==> src/rtl/wprecomp_sel.sv <==
module wprecomp_sel #(
  parameter int GAP = 2
) (
  input  logic       clk,
  input  logic       rst_n,
  input  logic       wd_in,
  input  logic       early_in,
  input  logic       late_in,
  input  logic       sd_sel,
  input  logic       inner_in,
  output logic       strobe_out,
  output logic [3:0] phase_out,
  output logic       wd_out
);
  localparam int LAST = 4 * GAP;
  localparam int CW   = $clog2(LAST + 1);

  logic          wd_q;
  logic          stb_q;
  logic [CW-1:0] cnt;
  logic [1:0]    sel;

  wire en   = !sd_sel && inner_in;
  wire lead = wd_in && !wd_q;

  always_ff @(posedge clk) begin
    if (!rst_n) begin
      wd_q  <= 1'b0;
      stb_q <= 1'b0;
      cnt   <= '0;
      sel   <= 2'd1;
    end else begin
      wd_q <= wd_in;
      if (stb_q) begin
        if (cnt == CW'(LAST)) stb_q <= 1'b0;
        else                  cnt   <= cnt + 1'b1;
      end else if (lead && en) begin
        stb_q <= 1'b1;
        cnt   <= '0;
        sel   <= (early_in && !late_in) ? 2'd0 :
                 (late_in && !early_in) ? 2'd2 : 2'd1;
      end
    end
  end

  for (genvar k = 0; k < 4; k++) begin : g_ph
    assign phase_out[k] = stb_q && (cnt == CW'((k + 1) * GAP));
  end

  assign strobe_out = stb_q;
  assign wd_out     = stb_q ? phase_out[sel] : (en ? 1'b0 : wd_in);

  AST_PH_ONEHOT: assert property (@(posedge clk) disable iff (!rst_n)
    $onehot0(phase_out));
  AST_PH_IDLE: assert property (@(posedge clk) disable iff (!rst_n)
    !strobe_out |-> phase_out == 4'b0);
  AST_STB_SET: assert property (@(posedge clk) disable iff (!rst_n)
    (lead && en && !strobe_out) |=> strobe_out);
  AST_STB_CLR: assert property (@(posedge clk) disable iff (!rst_n)
    phase_out[3] |=> !strobe_out);
  AST_SEL_HOLD: assert property (@(posedge clk) disable iff (!rst_n)
    (strobe_out && $past(strobe_out)) |-> $stable(sel));
  AST_OUT_QUIET: assert property (@(posedge clk) disable iff (!rst_n)
    (en && !strobe_out) |-> !wd_out);
  AST_NO_RETRIG: assert property (@(posedge clk) disable iff (!rst_n)
    (strobe_out && !phase_out[3]) |=> strobe_out);
endmodule

==> config.mk <==
export PLATFORM = sky130hd
export DESIGN_NAME = wprecomp_sel
export DESIGN_NICKNAME = d
export VERILOG_FILES = /design/src/rtl/wprecomp_sel.sv
export SDC_FILE = /design/constraint.sdc
export NUM_CORES = 1
export LEC_CHECK = 0
export ABC_AREA = 1
export BUFFER_PORTS_ARGS = -buffer_cell sky130_fd_sc_hd__buf_2
export CAP_MARGIN = 20
export CORE_AREA = 4 4 41 43
export DETAILED_ROUTE_END_ITERATION = 10
export DIE_AREA = 0 0 45 47
export PLACE_DENSITY_LB_ADDON = 0.25
export SLEW_MARGIN = 20
export SYNTH_ARGS = -nofsm -noshare
export SYNTH_HDL_FRONTEND = slang
export SYNTH_SLANG_ARGS = --single-unit
==> constraint.sdc <==
create_clock -name clk -period 1.7 [get_ports clk]
set_input_delay 0.34 -clock clk [delete_from_list [all_inputs] [get_ports clk]]
set_output_delay 0.34 -clock clk [all_outputs]
set_load 0.05 [all_outputs]
; Word-level counts from Yosys, hierarchy flattened
; Index checks and enable logic that the tools add are counted.
[totals]
register_bits = 8
inputBits = 7
out_inout_bits = 6
wordCells = 40
[op_classes]
n_addsub = 1
order_cmp = 1
n_eq_ne = 5
muxes = 12
n_bitwise = 1
n_reduce_logical = 16
[ops]
columns = cell, n
row1 = $mux 4, 3
row2 = $logic_and 1x1->1, 9
row3 = $eq 4x3->1 const B, 2
row4 = $mux 1, 6
row5 = $add 4x1->4 const B, 1
row6 = $eq 4x2->1 const B, 1
row7 = $eq 4x4->1 const B, 1
row8 = $logic_not 1->1, 4
row9 = $mux 2, 2
row10 = $reduce_and 2->1, 2
row11 = $lt 2x3->1 const B, 1
row12 = $bmux 1 s2, 1
row13 = $ne 2x2->1 const B, 1
row14 = $reduce_bool 2->1, 1
row15 = $not 1->1, 1

; Depth between registers and ports, before layout
[depth]
depth_word = 5
ltp_mapped = 8
depth_no_buf = 8

; Least setup slack after synthesis
; Ideal clock, no wire load.
[synth_timing]
path_kind = reg2out
startpoint = reg stb_q (netlist: strobe_out)
endpoint = out wd_out
arrival_ps = 2594
t_required_ps = 1360
path_slack_ps = -1234
path_stages_with_launch = 7
path_buffers = 0
path_cell_list = dfxtp_1 > nand2_1 > nor3_1 > nand2_1 > nand2_1 > nand2_1 > nand3_1
[synth_between]
elab_chain_cells = 4
elab_cells_between_ends = 7
cone_classes = mux: 3 / reduce/logical: 4
[synth_rtl]
columns = item, line_no
row1 = "start, declared", 19  ; logic stb_q;
row2 = "start signal, assigned", 29  ; stb_q <= 1'b0;
row3 = "start signal, assigned", 35  ; if (cnt == CW'(LAST)) stb_q <= 1'b0;
row4 = "start signal, assigned", 38  ; stb_q <= 1'b1;
row5 = $logic_and 1x1->1, 47  ; assign phase_out[k] = stb_q && (cnt == CW'((k + 1) * GAP));
row6 = net phase_out[2], 12  ; output logic [3:0] phase_out,
row7 = $bmux 1 s2, 51  ; assign wd_out = stb_q ? phase_out[sel] : (en ? 1'b0 : wd_in);
row8 = $mux 1 (implied by the code), 51
row9 = $mux 1, 51
row10 = "end, declared", 13  ; output logic wd_out
; The timed path passes the listed nets, and every way through them passes these cells. The select of a mux whose other input is x is not followed.

; Worst setup path after layout
[layout_timing]
startpoint = reg cnt[1]
endpoint = out wd_out
[layout_between]
elab_chain_cells = 5
elab_cells_between_ends = 11
cone_classes = eq/ne: 4 / mux: 3 / reduce/logical: 4
[layout_rtl]
columns = item, line_no
row1 = "start, declared", 20  ; logic [CW-1:0] cnt;
row2 = "start signal, assigned", 36  ; else cnt <= cnt + 1'b1;
row3 = "$eq 4x2->1, or another cell as far along", 47
row4 = $logic_and 1x1->1, 47
row5 = $bmux 1 s2 (*), 51
row6 = $mux 1 (implied by the code) (*), 51
row7 = $mux 1 (*), 51
; Mark *: on every way between the ends. The rest lies on a longest branch, timed or not. The select of a mux whose other input is x is not followed.

==> reports/summary.md <==
• 0 — Diodes inserted
• 0 — number of violations of the max-capacitance limit
• 674 µm² — Post-DP Area
• 6.56 µm² — average cell area after synthesis
• negative setup slack — violations in the final reports
• 4 — iteration count of the initial detailed-routing pass
• yes — RSZ-0062 raised after global routing
• 17.8% — combinational fraction of design power
• 0.36 ns — worst stage delay on the critical path
• 0 — Final Slew Violations
• 2120 µm² — area of the die
• 36.8% — initial core utilization
• 13 — Unique masters post-synth
• 3 — number of buffers added by the clock tree synthesis step
• 502 — via count of the first global-routing pass
• 46.9% — layout cells sized above 1
• dfxtp_4 — slowest cell on the critical path
• 0 — endpoints failing hold
• 0.27 ns — later-pin clock latency in the skew report
• 555 nW/µm² — Power per Cell Area
• 8 — pin count of the biggest net entering global routing
• 4.78 — vias per cell
• wd_in — beginning of the worst hold path
• flop — sort of element at the start of the critical path
• 12 — PortBufs
• 564 MHz — upper clock frequency limit
• 1.43 ns — Critical Path AT
• 0 — count of yosys warnings during synthesis
• 47 µm — Die Height
• 0.0129 ns — worst-case clock skew
• 37.2% — share of total power in the clock network
• 1 — Final Setup Violations
• 28.9% — switching part of the total
• 113 — Final Instance Count excl. Fillers
• 0.06 ns — clock transition at the registers of the reported paths
• complete, but fails checks — outcome
• 0.308 mV — Max rail drop VDD
• 0.269 ns — Final Hold Slack
• 1 — H-Tree Depth
• 84.3% — slew margin rel.
• 12 — First DRT Iteration DRCs
• 2 — clock tree buffer depth
• 0 — grt ovf
• cnt[3] — R2R Path End
• built — CTS tree
• 10.5 µm — Wirelength per Cell
• clkbuf_4 — root buffer selected by CTS
• 0.380 nW — Static Leakage
• 13 — placement row count
• 3 — top fanout value on the critical path
• 13 — I/O Pins
• 540 — overall via count from detail_route
• 0 — initial antenna violation count
• 65.8% — area added between synthesis and finish
• 3 — WHS Path Cells
• 0 — DRC viols
• 919 µm — Detail Placement HPWL
• 13.1% — GRT Overall Usage
• 0.0273 ns — worst slack at placement
• 1.36 ns — required time of the critical path
• simple AND/OR/NAND/NOR gates — CP top delay family
• 0 — number of hold buffers added after CTS
• 0.441 mW — overall power of the completed layout
• -0.0740 ns — Worst Slack Setup Final
• 8 — path depth of the worst reg2reg path
• 1940 µm — first-pass GRT wire length
• 107 — instance count after placement with tap cells included
• 45.0% — portion of total power attributed to sequential cells
• output pin — Worst setup EP type
• 33.4% — share of the yosys chip area belonging to registers
• 104% — share of the clock period used by the worst path
• cnt[1] — source of the worst register-to-register timing path
• 45 µm — die width
• 479 µm² — area of the mapped netlist
• input pin to flop — type of the most critical hold path
• 1190 µm — Routed WL
• 84 — Post-Syn Nets
• nand2_1 — cell mode on critical path
• 1.77 ns — clock period minus final worst setup slack
• wd_q — worst hold path endpoint
• flop to output pin — Worst Path Class, Setup
• 3 — count of buffer and inverter cells on the critical path
• 0.794 — weighted congestion reported at the end of routability-driven placement
• 110 — fin nets
• 0.44 ns — reg-to-reg setup timing slack
• 0.127 mW — switching power total
• 0.314 mW — Pint
• inv_4 -> ha_4 -> inv_2 -> nor3_4 -> nand2_1 -> nand2_1 -> nand2_2 -> nand3_4 -> buf_8 — cells traversed along the worst timing path
• 8 — Clock Sinks
• 1300 µm² — total core area
• 8 — count of state elements after synthesis
• 0.233 ns — slew at the pin with the worst max-slew slack
• 795 µm² — fin area
• 73 — Post-Synthesis Cells
• 0 — ANT nets after route
stage by stage:
stage          utilization, %  TNS [ns]
6_report                 61.1   -0.0740
5_1_grt                  61.1    -0.186
4_1_cts                  57.8   -0.0719
3_5_place_dp             51.8         0
3_3_place_gp             51.8         0
2_1_floorplan               -    -0.131
layout make-up:
cell class,instances,area [µm²]
fillers,118,507
clock buffers,4,26.3
multi-input cells,49,367
repair buffers,21,146
well taps,15,18.8
inverters,16,67.6
flip-flops and latches,8,169
synth_stat cells:
library cell,number,share of area [%]
nor2_1,6,4.7
nand3_2,1,2.1
nand2_1,16,13
inv_1,16,13
o21ai_0,1,1.0
nand2_2,2,2.6
nand3_1,7,7.3
dfxtp_1,8,33
a21oi_1,6,6.3
nor4_1,1,1.3
ha_1,4,10
o211ai_1,1,1.6
nor3_1,4,4.2
worst register-to-register path: stages (launching register included):
cell     delay [ns]
dfxtp_4        0.36
inv_4          0.06
ha_4           0.14
nand3_4        0.09
buf_4          0.15
nand2_2        0.09
nand2_2        0.09
a21oi_1        0.13
nor2_1         0.05
what timing repair did:
item	in CTS	in global routing
setup buffers	1	1
resized for setup	16	9
pin swaps	4	8
hold endpoints to repair	0	0
endpoints found under the setup margin	4	3
sequential cells by signal (all words and copies together) (netlist names):
register and count:
cnt 4, sel 2, strobe_out 1, wd_q 1
layer usage:
| layer | track usage (%) | share of wire (%) | vias up |
|---|---|---|---|
| met4 | 12.3 | 3.7 | 0 |
| met1 | 14.4 | 44 | 235 |
| met5 | 0 | 0 | - |
| met3 | 3.45 | 7.1 | 6 |
| met2 | 20.3 | 46 | 20 |
| li1 | - | - | 279 |
cells by family (layout without fill, tap and decap cells):
group	Yosys count	after routing	share of synthesized area, %
AO/OA/AOI/OAI	8	8	8.88
AND/OR/NAND/NOR	37	37	34.7
flip-flops	8	8	33.4
buffers and inverters	16	41	12.5
adder cells (fa/ha/maj)	4	4	10.4
cells in the final DEF (no fill, tap or decap), types with 2 or more instances in the layout:
cell type | Yosys | layout
ha_1 | 4 | 2
nand3_4 | 0 | 2
dfxtp_1 | 8 | 5
a21oi_1 | 6 | 6
nor3_4 | 0 | 2
nand2_1 | 16 | 13
nand3_1 | 7 | 5
buf_4 | 0 | 10
clkbuf_4 | 0 | 3
buf_2 | 0 | 9
ha_4 | 0 | 2
dfxtp_4 | 0 | 2
nand2_2 | 2 | 5
nor2_1 | 6 | 5
inv_1 | 16 | 12
inv_4 | 0 | 3
power groups by stage:
stage | logic (mW) | clock network (mW) | registers [mW]
6_report | 0.0784 | 0.164 | 0.198
3_3_place_gp | 0.0662 | 0 | 0.202
4_1_cts | 0.0758 | 0.168 | 0.199
3_5_place_dp | 0.0669 | 0 | 0.202
5_1_grt | 0.0865 | 0.184 | 0.199
2_1_floorplan | 0.0407 | 0 | 0.206
worst max-delay path by stage:
| stage | to | startpoint | slack (ns) | cells after the start |
|---|---|---|---|---|
| after global placement | wd_out | cnt[0] | 0.01 | 9 |
| after floorplan | wd_out | cnt[0] | -0.13 | 8 |
| final | wd_out | cnt[1] | -0.07 | 9 |
| after CTS | wd_out | cnt[0] | -0.07 | 9 |
| after detailed placement | wd_out | cnt[1] | 0.03 | 9 |
| after global routing | wd_out | cnt[0] | -0.17 | 9 |
Note: power is estimated with default switching activity, not from simulation.
